**src/rtl/sfd_pkg.sv**
```systemverilog
package sfd_pkg;
    localparam int BYTE_W = 8;
    localparam int WIN_W  = 2 * BYTE_W;

    typedef enum logic [1:0] {
        ST_HUNT  = 2'd0,
        ST_ALIGN = 2'd1,
        ST_LOCK  = 2'd2
    } sfd_state_e;
endpackage

```
**src/rtl/sfd_shift.sv**
```systemverilog
module sfd_shift #(
    parameter int WORD_W = 32
) (
    input  logic              clk_i,
    input  logic              rst_i,
    input  logic              ser_i,
    output logic [WORD_W-1:0] word_now_o
);
    // History of the previous WORD_W-1 bits; the newest bit joins combinationally
    logic [WORD_W-2:0] hist_q;

    assign word_now_o = {hist_q, ser_i};

    always_ff @(posedge clk_i) begin
        if (rst_i) begin
            hist_q <= '0;
        end else begin
            hist_q <= word_now_o[WORD_W-2:0];
        end
    end
endmodule

```
**src/rtl/sfd_detect.sv**
```systemverilog
module sfd_detect import sfd_pkg::*; #(
    parameter logic [BYTE_W-1:0] A1_PAT    = 8'hF6,
    parameter logic [BYTE_W-1:0] A2_PAT    = 8'h28,
    parameter logic [BYTE_W-1:0] PICK_MASK = 8'hC0
) (
    input  logic [WIN_W-1:0] win_i,
    output logic             match_o
);
    logic [BYTE_W-1:0] a1_ok;
    logic [BYTE_W-1:0] a2_ok;

    // Older byte of the window is compared with A1, newer byte with A2
    for (genvar i = 0; i < BYTE_W; i++) begin : g_bit
        assign a1_ok[i] = ((win_i[BYTE_W+i] ^ A1_PAT[i]) & PICK_MASK[i]) == 1'b0;
        assign a2_ok[i] = ((win_i[i] ^ A2_PAT[i]) & PICK_MASK[i]) == 1'b0;
    end

    assign match_o = (&a1_ok) && (&a2_ok);
endmodule

```
**src/rtl/sfd_ctrl.sv**
```systemverilog
module sfd_ctrl import sfd_pkg::*; #(
    parameter int WORD_W = 32
) (
    input  logic clk_i,
    input  logic rst_i,
    input  logic match_i,
    input  logic hold_i,
    output logic word_end_o,
    output logic align_o
);
    localparam int            CW   = $clog2(WORD_W);
    localparam logic [CW-1:0] LAST = CW'(WORD_W - 1);

    sfd_state_e    state_q, state_d;
    logic [CW-1:0] cnt_q;
    logic          realign;
    logic          word_end;

    // Hold only blocks a match after a frame has been found
    assign realign  = match_i && !((state_q != ST_HUNT) && hold_i);
    assign word_end = (cnt_q == LAST);

    always_ff @(posedge clk_i) begin
        if (rst_i) begin
            state_q <= ST_HUNT;
        end else begin
            state_q <= state_d;
        end
    end

    always_comb begin
        state_d = state_q;
        unique case (state_q)
            ST_HUNT: begin
                if (realign) state_d = ST_ALIGN;
            end
            ST_ALIGN: begin
                if (realign)       state_d = ST_ALIGN;
                else if (word_end) state_d = ST_LOCK;
            end
            ST_LOCK: begin
                if (realign) state_d = ST_ALIGN;
            end
            default: state_d = ST_HUNT;
        endcase
    end

    always_ff @(posedge clk_i) begin
        if (rst_i) begin
            cnt_q <= '0;
        end else if (realign || word_end) begin
            cnt_q <= '0;
        end else begin
            cnt_q <= cnt_q + 1'b1;
        end
    end

    always_comb begin
        word_end_o = word_end;
        align_o    = (state_q == ST_ALIGN);
    end

    AST_HUNT_WAIT: assert property (@(posedge clk_i) disable iff (rst_i)
        (state_q == ST_HUNT && !match_i) |=> (state_q == ST_HUNT));
    AST_REALIGN: assert property (@(posedge clk_i) disable iff (rst_i)
        (match_i && !hold_i) |=> (state_q == ST_ALIGN && cnt_q == '0));
    AST_LOCK_HELD: assert property (@(posedge clk_i) disable iff (rst_i)
        (state_q == ST_LOCK && hold_i) |=> (state_q == ST_LOCK));
    AST_HUNT_ACCEPT: assert property (@(posedge clk_i) disable iff (rst_i)
        (state_q == ST_HUNT && match_i) |=> (state_q == ST_ALIGN));
    AST_ALIGN_EXIT: assert property (@(posedge clk_i) disable iff (rst_i)
        (state_q == ST_ALIGN && word_end && !match_i) |=> (state_q == ST_LOCK));
endmodule

```
**src/rtl/sfd_out.sv**
```systemverilog
module sfd_out #(
    parameter int WORD_W = 32
) (
    input  logic              clk_i,
    input  logic              rst_i,
    input  logic              word_end_i,
    input  logic              align_i,
    input  logic [WORD_W-1:0] word_i,
    input  logic              par_odd_i,
    output logic [WORD_W-1:0] word_o,
    output logic              strb_o,
    output logic              sync_o,
    output logic              par_o
);
    localparam int CW = $clog2(WORD_W);

    always_ff @(posedge clk_i) begin
        if (rst_i) begin
            word_o <= '0;
            strb_o <= 1'b0;
            sync_o <= 1'b0;
            par_o  <= 1'b0;
        end else begin
            strb_o <= word_end_i;
            sync_o <= word_end_i && align_i;
            if (word_end_i) begin
                word_o <= word_i;
                par_o  <= (^word_i) ^ par_odd_i;
            end
        end
    end

    // Spacing monitor for the cadence check
    logic [CW:0] gap_q;
    logic        seen_q;

    always_ff @(posedge clk_i) begin
        if (rst_i) begin
            gap_q  <= '0;
            seen_q <= 1'b0;
        end else if (strb_o) begin
            gap_q  <= '0;
            seen_q <= 1'b1;
        end else if (gap_q < (CW+1)'(WORD_W)) begin
            gap_q <= gap_q + 1'b1;
        end
    end

    AST_STRB_SPACING: assert property (@(posedge clk_i) disable iff (rst_i)
        (strb_o && seen_q) |-> (gap_q >= (CW+1)'(WORD_W - 1)));
    AST_STRB_PULSE: assert property (@(posedge clk_i) disable iff (rst_i)
        strb_o |=> !strb_o);
    AST_SYNC_STROBED: assert property (@(posedge clk_i) disable iff (rst_i)
        sync_o |-> strb_o);
    AST_PARITY_SENSE: assert property (@(posedge clk_i) disable iff (rst_i)
        strb_o |-> (((^word_o) ^ par_o) == $past(par_odd_i)));
endmodule

```
**src/rtl/sdh_frame_demux.sv**
```systemverilog
module sdh_frame_demux import sfd_pkg::*; #(
    parameter int                WORD_W    = 32,
    parameter logic [BYTE_W-1:0] A1_PAT    = 8'hF6,
    parameter logic [BYTE_W-1:0] A2_PAT    = 8'h28,
    parameter logic [BYTE_W-1:0] PICK_MASK = 8'hC0
) (
    input  logic              clk_i,
    input  logic              rst_i,
    input  logic              ser_i,
    input  logic              hold_i,
    input  logic              par_odd_i,
    output logic [WORD_W-1:0] word_o,
    output logic              strb_o,
    output logic              sync_o,
    output logic              par_o
);
    logic [WORD_W-1:0] word_now;
    logic              match;
    logic              word_end;
    logic              align;

    sfd_shift #(.WORD_W(WORD_W)) u_shift (
        .clk_i      (clk_i),
        .rst_i      (rst_i),
        .ser_i      (ser_i),
        .word_now_o (word_now)
    );

    sfd_detect #(
        .A1_PAT    (A1_PAT),
        .A2_PAT    (A2_PAT),
        .PICK_MASK (PICK_MASK)
    ) u_detect (
        .win_i   (word_now[WIN_W-1:0]),
        .match_o (match)
    );

    sfd_ctrl #(.WORD_W(WORD_W)) u_ctrl (
        .clk_i      (clk_i),
        .rst_i      (rst_i),
        .match_i    (match),
        .hold_i     (hold_i),
        .word_end_o (word_end),
        .align_o    (align)
    );

    sfd_out #(.WORD_W(WORD_W)) u_out (
        .clk_i      (clk_i),
        .rst_i      (rst_i),
        .word_end_i (word_end),
        .align_i    (align),
        .word_i     (word_now),
        .par_odd_i  (par_odd_i),
        .word_o     (word_o),
        .strb_o     (strb_o),
        .sync_o     (sync_o),
        .par_o      (par_o)
    );
endmodule

```
**config.mk**
```make
export PLATFORM = sky130hd
export DESIGN_NAME = sdh_frame_demux
export DESIGN_NICKNAME = d
export VERILOG_FILES = /design/src/rtl/sfd_pkg.sv /design/src/rtl/sfd_shift.sv /design/src/rtl/sfd_detect.sv /design/src/rtl/sfd_ctrl.sv /design/src/rtl/sfd_out.sv /design/src/rtl/sdh_frame_demux.sv
export SDC_FILE = /design/constraint.sdc
export NUM_CORES = 1
export LEC_CHECK = 0
export BUFFER_PORTS_ARGS = -buffer_cell sky130_fd_sc_hd__clkbuf_2
export CAP_MARGIN = 10
export CORE_UTILIZATION = 35
export CTS_CLUSTER_SIZE = 16
export DETAILED_ROUTE_END_ITERATION = 10
export GPL_ROUTABILITY_DRIVEN = 1
export SLEW_MARGIN = 30
export SYNTH_ARGS = -nofsm -noshare
export SYNTH_HDL_FRONTEND = slang
export SYNTH_SLANG_ARGS = --single-unit
```
**constraint.sdc**
```tcl
create_clock -name clk_i -period 4.9 [get_ports clk_i]
set_input_delay 0.98 -clock clk_i [delete_from_list [all_inputs] [get_ports clk_i]]
set_output_delay 0.98 -clock clk_i [all_outputs]
set_load 0.02 [all_outputs]
```
==> flow_summary_export.csv, run 1 <==
group,metric,value,unit
timing,fin_ws,2820,ps
placement,gp_congestion,0.686,
global_routing,grt_pass1_vias,1512,
final_layout,fin_util,0.430,
placement,dp_cells,363,
setup_path,reg2reg_from,"u_shift.hist_q[5]",
worst_hold_path,hold_class,"reg2reg",
timing,setup_violations,0,
pwr,ir_drop,0.148,mV
routing,drt-wirelength-per-cell,11.8,um
yosys,synth_area_per_cell,11.2,um^2
final_layout,final_cell_mix,"dfxtp_1 (73), clkbuf_2 (39), nor2_1 (37)",
yosys,synth_cell_types,26,
clock_tree,cts-root-buf,"clkbuf_8",
timing,report.final.slew_viol_count,0,
clock_tree,clk_latency,340,ps
timing,period_share,0.424,
yosys,ys_ff_latch,73,
setup_path,cp-end-kind,"flip-flop",
timing,post-route-min-period,2080,ps
yosys,synth.net_count,244,
routing,vias,1628,
yosys,synthCells,235,
global_routing,overflow,0,
timing,finClkSkew,7.43,ps
floorplanning,die_h,88.8,um
yosys,synth_top_area_cell,"dfxtp_1",
clock_tree,clock_path_buffers,2,
global_routing,grt_antenna_before_repair,0,
setup_path,cp-startpoint,"rst_i",
timing,rsz0062_at_grt,"no",
setup_path,cp_cell_sequence,"clkbuf_2, buf_4, nand2b_1, o22ai_2",
worst_hold_path,hp-start,"u_ctrl.cnt_q[0]",
floorplanning,ios,40,
yosys,synth_area,0.00264,mm^2
timing,tns,0,ps
yosys,netlist.area_leader.share,0.554,
status,outcome,"finished clean",
routing,ant_nets,0,
final_layout,final_common_cell,"dfxtp_1",
clock_tree,cts_buffers,9,
placement,postPlaceCellArea,0.00293,mm^2
clock_tree,cts_tree,"yes",
timing,relSlewSlack,0.461,
final_layout,post_route_cells_drive_above_1_share,0.211,
routing,first_iter_violations,77,
global_routing,grt_usage,0.127,
routing,wirelength,4460,um
timing,whs,453,ps
setup_path,worstSetupStartpointType,"primary input",
clock_tree,postCtsResizedCells,0,
setup_path,critPathMaxFanout,42,
final_layout,fillers,721,
clock_tree,post_cts_buffers,0,
setup_path,cpPeakStageDelay,610,ps
pwr,leakagePower,1.24,nW
setup_path,cp_slowest_cell,"clkbuf_2",
timing,hold_violations,0,
yosys,ys_seq_area_frac,0.554,
floorplanning,core-area,0.00725,mm^2
floorplanning,die_w,88.8,um
yosys,yosysWarnings,0,
pwr,power,1.07,mW
routing,vias_per_cell,4.30,
setup_path,critical_path_buf_inv_count,2,
setup_path,arrival,2310,ps
placement,place_worst_setup_slack,2410,ps
routing,drc,0,
setup_path,path_delay_family,"buffers and inverters",
final_layout,design_area,0.00312,mm^2
global_routing,grt_max_degree,43,
pwr,cellPowerDensity,345,mW/mm^2
clock_tree,path_clk_slew,70,ps
floorplanning,rows,31,
setup_path,crit_required,5130,ps
timing,worstMarginPinSlew,808,ps
floorplanning,fp.dieArea,0.00789,mm^2
routing,first_pass_iters,3,
placement,io_buffers,39,
floorplanning,initial_core_util,0.364,
setup_path,crit_type,"in2reg",
final_layout,finalNetCount,284,
run,maxCapViolCount,0,
placement,detailed_place_hpwl,2940,um
clock_tree,clkSinkCount,73,
clock_tree,holdBufCountCts,0,
final_layout,instances_no_fill,379,
clock_tree,htree_levels,3,
final_layout,area_growth,18.2,%
timing,max_freq,481,MHz
final_layout,n_antenna_cell,0,
global_routing,grt_pass1_wl,7220,um
yosys,synth.area.top_cells,"dfxtp_1 (55%), mux2i_1 (12%), nor2b_1 (6.9%)",
[registers in the layout, summed over array words and instances, names as in the netlist]
register and cells:
u_out.word_o 32, u_shift.hist_q 31, u_ctrl.cnt_q 5, u_ctrl.state_q 2, u_out.par_o 1, u_out.strb_o 1, u_out.sync_o 1
[synth_stat cells, drive strengths merged]
library cell / instances
nor3b: 1
a21oi: 1
nand2b: 2
or3: 1
nand3: 1
nand2: 1
buf: 6
ha: 4
dfxtp: 73
and2: 2
o21ai: 1
xnor3: 4
nand3b: 1
nor2: 37
inv: 4
and3: 2
xor2: 4
mux2i: 32
xnor2: 20
clkbuf: 5
o22ai: 1
nor3: 1
nor2b: 29
a211oi: 2
[kinds of logic (layout without fill, tap and decap cells)]
kind of cell / after synthesis / count (layout) / synth area share
AND/OR/NAND/NOR: 78 / 78 / 0.149
flip-flops: 73 / 73 / 0.554
multiplexers: 32 / 32 / 0.121
XOR/XNOR: 28 / 28 / 0.120
buffers and inverters: 15 / 60 / 0.0228
AO/OA/AOI/OAI: 5 / 5 / 0.0142
adder cells (fa/ha/maj): 4 / 4 / 0.0190
[metal layers]
| layer | routed length (um) | track usage | vias up |
|---|---|---|---|
| li1 | - | - | 844 |
| met4 | 55 | 0.0440 | 0 |
| met2 | 1850 | 0.185 | 37 |
| met3 | 277 | 0.0756 | 7 |
| met5 | 0 | 0 | - |
| met1 | 2270 | 0.156 | 740 |
[final cells by class]
class / instances / area [um^2] / area share
tap: 99 / 124 / 0.0397
sequential: 73 / 1460 / 0.469
timing repair buffer: 40 / 203 / 0.0650
clock inverter: 6 / 58.8 / 0.0189
inverter: 4 / 15.0 / 0.00482
clock buffer: 10 / 128 / 0.0409
multi-input combinational: 147 / 1130 / 0.362
[power breakdown]
part / internal, mW / leakage, nW / switching, mW
combinational: 0.0116 / 0.547 / 0.0148
clock: 0.233 / 0.0998 / 0.217
sequential: 0.596 / 0.589 / 0.00252
[path summary, 6_finish.rpt]
check | endpoint | slack [ps] | cells past startpoint
hold / removal | u_ctrl.cnt_q[0] | 450 | 1
hold reg to reg | u_ctrl.cnt_q[0] | 450 | 1
setup reg to reg | u_out.par_o | 2890 | 7
setup / recovery | u_out.par_o | 2820 | 4
Note: power is estimated with default switching activity, not from simulation.
==> run 2, diff against run 1 <==
- clock period: 4.9 -> 1.9 ns (I/O delays scaled with it)
==> flow_summary_export.csv, run 2 (same netlist as run 1, synthesis figures left out) <==
group,metric,value,unit
pwr,power,2.68,mW
placement,io_buffers,39,
setup_path,crit_required,2120,ps
placement,postPlaceCellArea,0.00297,mm^2
setup_path,r2r_end,"u_out.par_o",
setup_path,critPathMaxFanout,3,
pwr,ir_drop,0.257,mV
pwr,cellPowerDensity,853,mW/mm^2
setup_path,worstSetupStartpointType,"flip-flop",
floorplanning,die_h,88.8,um
clock_tree,clock_path_buffers,2,
final_layout,design_area,0.00315,mm^2
clock_tree,clk_latency,340,ps
timing,report.final.slew_viol_count,0,
final_layout,final_cell_mix,"dfxtp_1 (73), clkbuf_2 (39), nor2_1 (37)",
timing,relSlewSlack,0.740,
global_routing,grt_antenna_before_repair,0,
clock_tree,path_clk_slew,70,ps
clock_tree,postCtsResizedCells,0,
clock_tree,cts_tree,"yes",
timing,post-route-min-period,1760,ps
final_layout,finalNetCount,289,
global_routing,grt_pass1_wl,7400,um
clock_tree,post_cts_buffers,0,
timing,tns,0,ps
global_routing,grt_usage,0.129,
pwr,leakagePower,1.26,nW
final_layout,area_growth,19.3,%
routing,first_iter_violations,28,
timing,finClkSkew,7.08,ps
floorplanning,initial_core_util,0.364,
clock_tree,holdBufCountCts,0,
clock_tree,cts-root-buf,"clkbuf_8",
timing,rsz0062_at_grt,"no",
setup_path,cp-startpoint,"u_shift.hist_q[9]",
final_layout,fillers,721,
status,outcome,"finished clean",
setup_path,rrSetupSlack,140,ps
setup_path,reg2reg_from,"u_shift.hist_q[9]",
final_layout,regMostFlops,"u_out.word_o",
timing,fin_ws,139,ps
clock_tree,cts_buffers,9,
routing,first_pass_iters,4,
setup_path,arrival,1980,ps
timing,period_share,0.927,
global_routing,overflow,0,
placement,place_worst_setup_slack,73.0,ps
routing,drt-wirelength-per-cell,11.4,um
setup_path,crit_type,"reg2reg",
timing,max_freq,568,MHz
timing,hold_violations,0,
routing,vias_per_cell,4.20,
final_layout,largest_register_ffs,32,
placement,gp_congestion,0.734,
floorplanning,core-area,0.00725,mm^2
timing,worstMarginPinSlew,390,ps
final_layout,post_route_cells_drive_above_1_share,0.221,
floorplanning,rows,31,
run,maxCapViolCount,0,
routing,vias,1612,
worst_hold_path,hold_class,"in2reg",
final_layout,largestRegisters,"u_out.word_o (32), u_shift.hist_q (31), u_ctrl.cnt_q (5)",
routing,drc,0,
floorplanning,fp.dieArea,0.00789,mm^2
worst_hold_path,hp-start,"ser_i",
setup_path,ff2ff_path_depth,5,
final_layout,final_common_cell,"dfxtp_1",
routing,wirelength,4390,um
floorplanning,ios,40,
timing,setup_violations,0,
global_routing,grt_pass1_vias,1560,
routing,ant_nets,0,
global_routing,grt_max_degree,23,
final_layout,n_antenna_cell,0,
setup_path,crit_end,"u_out.par_o",
clock_tree,clkSinkCount,73,
placement,detailed_place_hpwl,3090,um
setup_path,cp-end-kind,"flip-flop",
clock_tree,htree_levels,3,
floorplanning,die_w,88.8,um
run 2: how the worst min path moves through the flow:
stage | to | cells after the start
final | u_shift.hist_q[0] | 2
after global routing | u_shift.hist_q[0] | 2
after CTS | u_shift.hist_q[0] | 2
after detailed placement | u_ctrl.cnt_q[0] | 1
after global placement | u_ctrl.cnt_q[0] | 1
after floorplan | u_ctrl.cnt_q[0] | 1
run 2: cell type report:
type,instances,area [um^2],area share
inverters,4,15.0,0.00477
flip-flops and latches,73,1460,0.465
clock inverters,3,15.0,0.00477
clock buffers,13,159,0.0505
repair buffers,45,253,0.0803
well taps,99,124,0.0394
multi-input cells,147,1120,0.356
run 2: stage by stage:
step / instances / hold slack [ps] / utilization
5_1_grt: 384 / 287 / 0.434
4_1_cts: 384 / 290 / 0.434
2_1_floorplan: 235 / 418 / -
3_3_place_gp: 368 / 430 / 0.410
3_5_place_dp: 368 / 438 / 0.410
6_report: 384 / 307 / 0.434
run 2: critical path, stage by stage, from the launching register on:
cell and delay [ps]:
dfxtp_1 340, xnor3_1 400, xnor3_1 220, xnor3_1 400, xnor3_1 220, o22ai_2 70
run 2: routing by layer:
metal / routed length (um) / global-route usage
met4: 118 / 0.0880
met5: 0 / 0
met2: 1940 / 0.187
met1: 2170 / 0.170
met3: 152 / 0.0317
run 2: where the power goes:
group | switching [mW] | leakage, nW | internal, mW
clock network | 0.526 | 0.0932 | 0.540
logic | 0.0392 | 0.577 | 0.0351
registers | 0.00645 | 0.589 | 1.54
==> run 3, diff against run 2 <==
- CORE_UTILIZATION: 35 -> 40
- clock period: 1.9 -> 1.41 ns (I/O delays scaled with it)
==> flow_summary_export.csv, run 3 (same netlist as run 1, synthesis figures left out) <==
group,metric,value,unit
status,outcome,"finished, violations left",
status,violations,"setup timing",
clock_tree,cts-root-buf,"clkbuf_8",
setup_path,r2r_end,"u_out.par_o",
setup_path,path_delay_family,"XOR/XNOR gates",
placement,place_worst_setup_slack,-312,ps
final_layout,finalNetCount,321,
clock_tree,holdBufCountCts,0,
pwr,power,4.20,mW
global_routing,overflow,0,
final_layout,fillers,556,
setup_path,reg2reg_from,"u_shift.hist_q[5]",
pwr,cellPowerDensity,1170,mW/mm^2
timing,relSlewSlack,0.856,
final_layout,largest_register_ffs,32,
timing,period_share,1.22,
global_routing,grt_pass1_vias,1699,
final_layout,largestRegisters,"u_out.word_o (32), u_shift.hist_q (31), u_ctrl.cnt_q (5)",
floorplanning,die_h,83.2,um
setup_path,cp-startpoint,"u_shift.hist_q[5]",
setup_path,critical_path_buf_inv_count,1,
global_routing,grt_pass1_wl,8020,um
setup_path,cpPeakStageDelay,410,ps
routing,vias,1756,
clock_tree,cts_buffers,9,
clock_tree,clock_path_buffers,2,
floorplanning,die_w,83.2,um
routing,drc,0,
final_layout,instances_no_fill,394,
routing,first_iter_violations,125,
floorplanning,initial_core_util,0.415,
timing,worstMarginPinSlew,214,ps
setup_path,ff2ff_path_depth,7,
clock_tree,path_clk_slew,80,ps
setup_path,crit_end,"u_out.par_o",
global_routing,grt_antenna_before_repair,0,
floorplanning,fp.dieArea,0.00692,mm^2
setup_path,arrival,1950,ps
floorplanning,rows,29,
final_layout,area_growth,35.9,%
routing,first_pass_iters,4,
setup_path,cp-end-kind,"flip-flop",
placement,gp_congestion,0.679,
final_layout,seq_area,0.00147,mm^2
pwr,leakagePower,1.47,nW
final_layout,final_cell_mix,"dfxtp_1 (68), clkbuf_2 (39), nor2_1 (36)",
routing,ant_nets,0,
setup_path,worstSetupStartpointType,"flip-flop",
pwr,ir_drop,0.615,mV
timing,hold_violations,0,
timing,fin_ws,-308,ps
setup_path,cp_cell_sequence,"inv_2, ha_4, xor2_2, xnor2_1, xnor3_1, xnor3_1, o22ai_2",
final_layout,n_antenna_cell,0,
global_routing,grt_max_degree,20,
clock_tree,htree_levels,3,
setup_path,crit_type,"reg2reg",
routing,vias_per_cell,4.46,
final_layout,multi_input_comb_area,0.00119,mm^2
placement,io_buffers,39,
floorplanning,ios,40,
routing,wirelength,4870,um
clock_tree,clkSinkCount,73,
clock_tree,clk_latency,340,ps
setup_path,critPathMaxFanout,2,
clock_tree,cts_tree,"yes",
global_routing,grt_usage,0.152,
timing,setup_violations,33,
setup_path,cp_slowest_cell,"xnor3_1",
timing,rsz0062_at_grt,"yes",
setup_path,rrSetupSlack,-310,ps
timing,finClkSkew,7.68,ps
final_layout,final_common_cell,"dfxtp_1",
timing,max_freq,582,MHz
setup_path,path_depth,7,
timing,report.final.slew_viol_count,0,
routing,drt-wirelength-per-cell,12.4,um
setup_path,crit_required,1650,ps
placement,detailed_place_hpwl,3310,um
final_layout,regMostFlops,"u_out.word_o",
setup_path,critPathMostFrequentCell,"xnor3_1",
run,maxCapViolCount,0,
placement,dp_cells,371,
floorplanning,core-area,0.00635,mm^2
timing,post-route-min-period,1720,ps
final_layout,post_route_cells_drive_above_1_share,0.356,
worst_hold_path,hold_class,"in2reg",
run 3: changes by cell type in the layout (fill, tap and decap cells not counted), sizes merged:
cell      delta
buf         +32
bufinv       +3
clkbuf       -2
clkinv       -2
clkinvlp     +1
run 3: worst min-delay path by stage:
stage / from / endpoint / slack [ps] / depth (start not counted)
after detailed placement: u_shift.hist_q[5] / u_shift.hist_q[6] / 460 / 2
after CTS: ser_i / u_shift.hist_q[0] / 200 / 2
final: ser_i / u_shift.hist_q[0] / 200 / 2
after global placement: u_shift.hist_q[5] / u_shift.hist_q[6] / 450 / 2
after floorplan: ser_i / u_shift.hist_q[0] / 410 / 1
after global routing: ser_i / u_shift.hist_q[0] / 210 / 2
run 3: area by class of cell:
type,instances,share of cell area
well taps,77,0.0269
multi-input cells,147,0.332
flip-flops and latches,73,0.409
clock buffers,11,0.0394
inverters,4,0.00419
clock inverters,5,0.0286
repair buffers,77,0.159
run 3: per-layer routing:
metal | vias to the layer above | wire [um] | global-route usage
li1 | 915 | - | -
met1 | 800 | 2460 | 0.204
met2 | 32 | 2120 | 0.215
met3 | 9 | 179 | 0.0487
met4 | 0 | 106 | 0.0846
met5 | - | 0 | 0
run 3: what timing repair did:
action	4_1_cts	5_1_grt
setup endpoints to repair	35	40
endpoints found under the hold margin	0	0
pin swaps	4	14
gates resized for setup	9	12
gates cloned	1	0
buffers inserted	5	2
run 3: report_power, final:
part           internal, mW  leakage (nW)  switching (mW)  total (mW)
Sequential             2.07         0.591         0.00989        2.08
Clock                  1.22         0.120           0.764        1.99
Combinational        0.0688         0.755          0.0599       0.129
Total                  3.36          1.47           0.834        4.20
run 3: metrics by stage:
step	setup TNS, ps	hold WS (ps)	instance area (um^2)	utilization
2_1_floorplan	-378	410	2730	-
3_3_place_gp	-456	452	3190	0.503
3_5_place_dp	-695	464	3190	0.503
4_1_cts	-2260	198	3550	0.559
5_1_grt	-4480	210	3580	0.565
6_report	-2050	202	3580	0.565
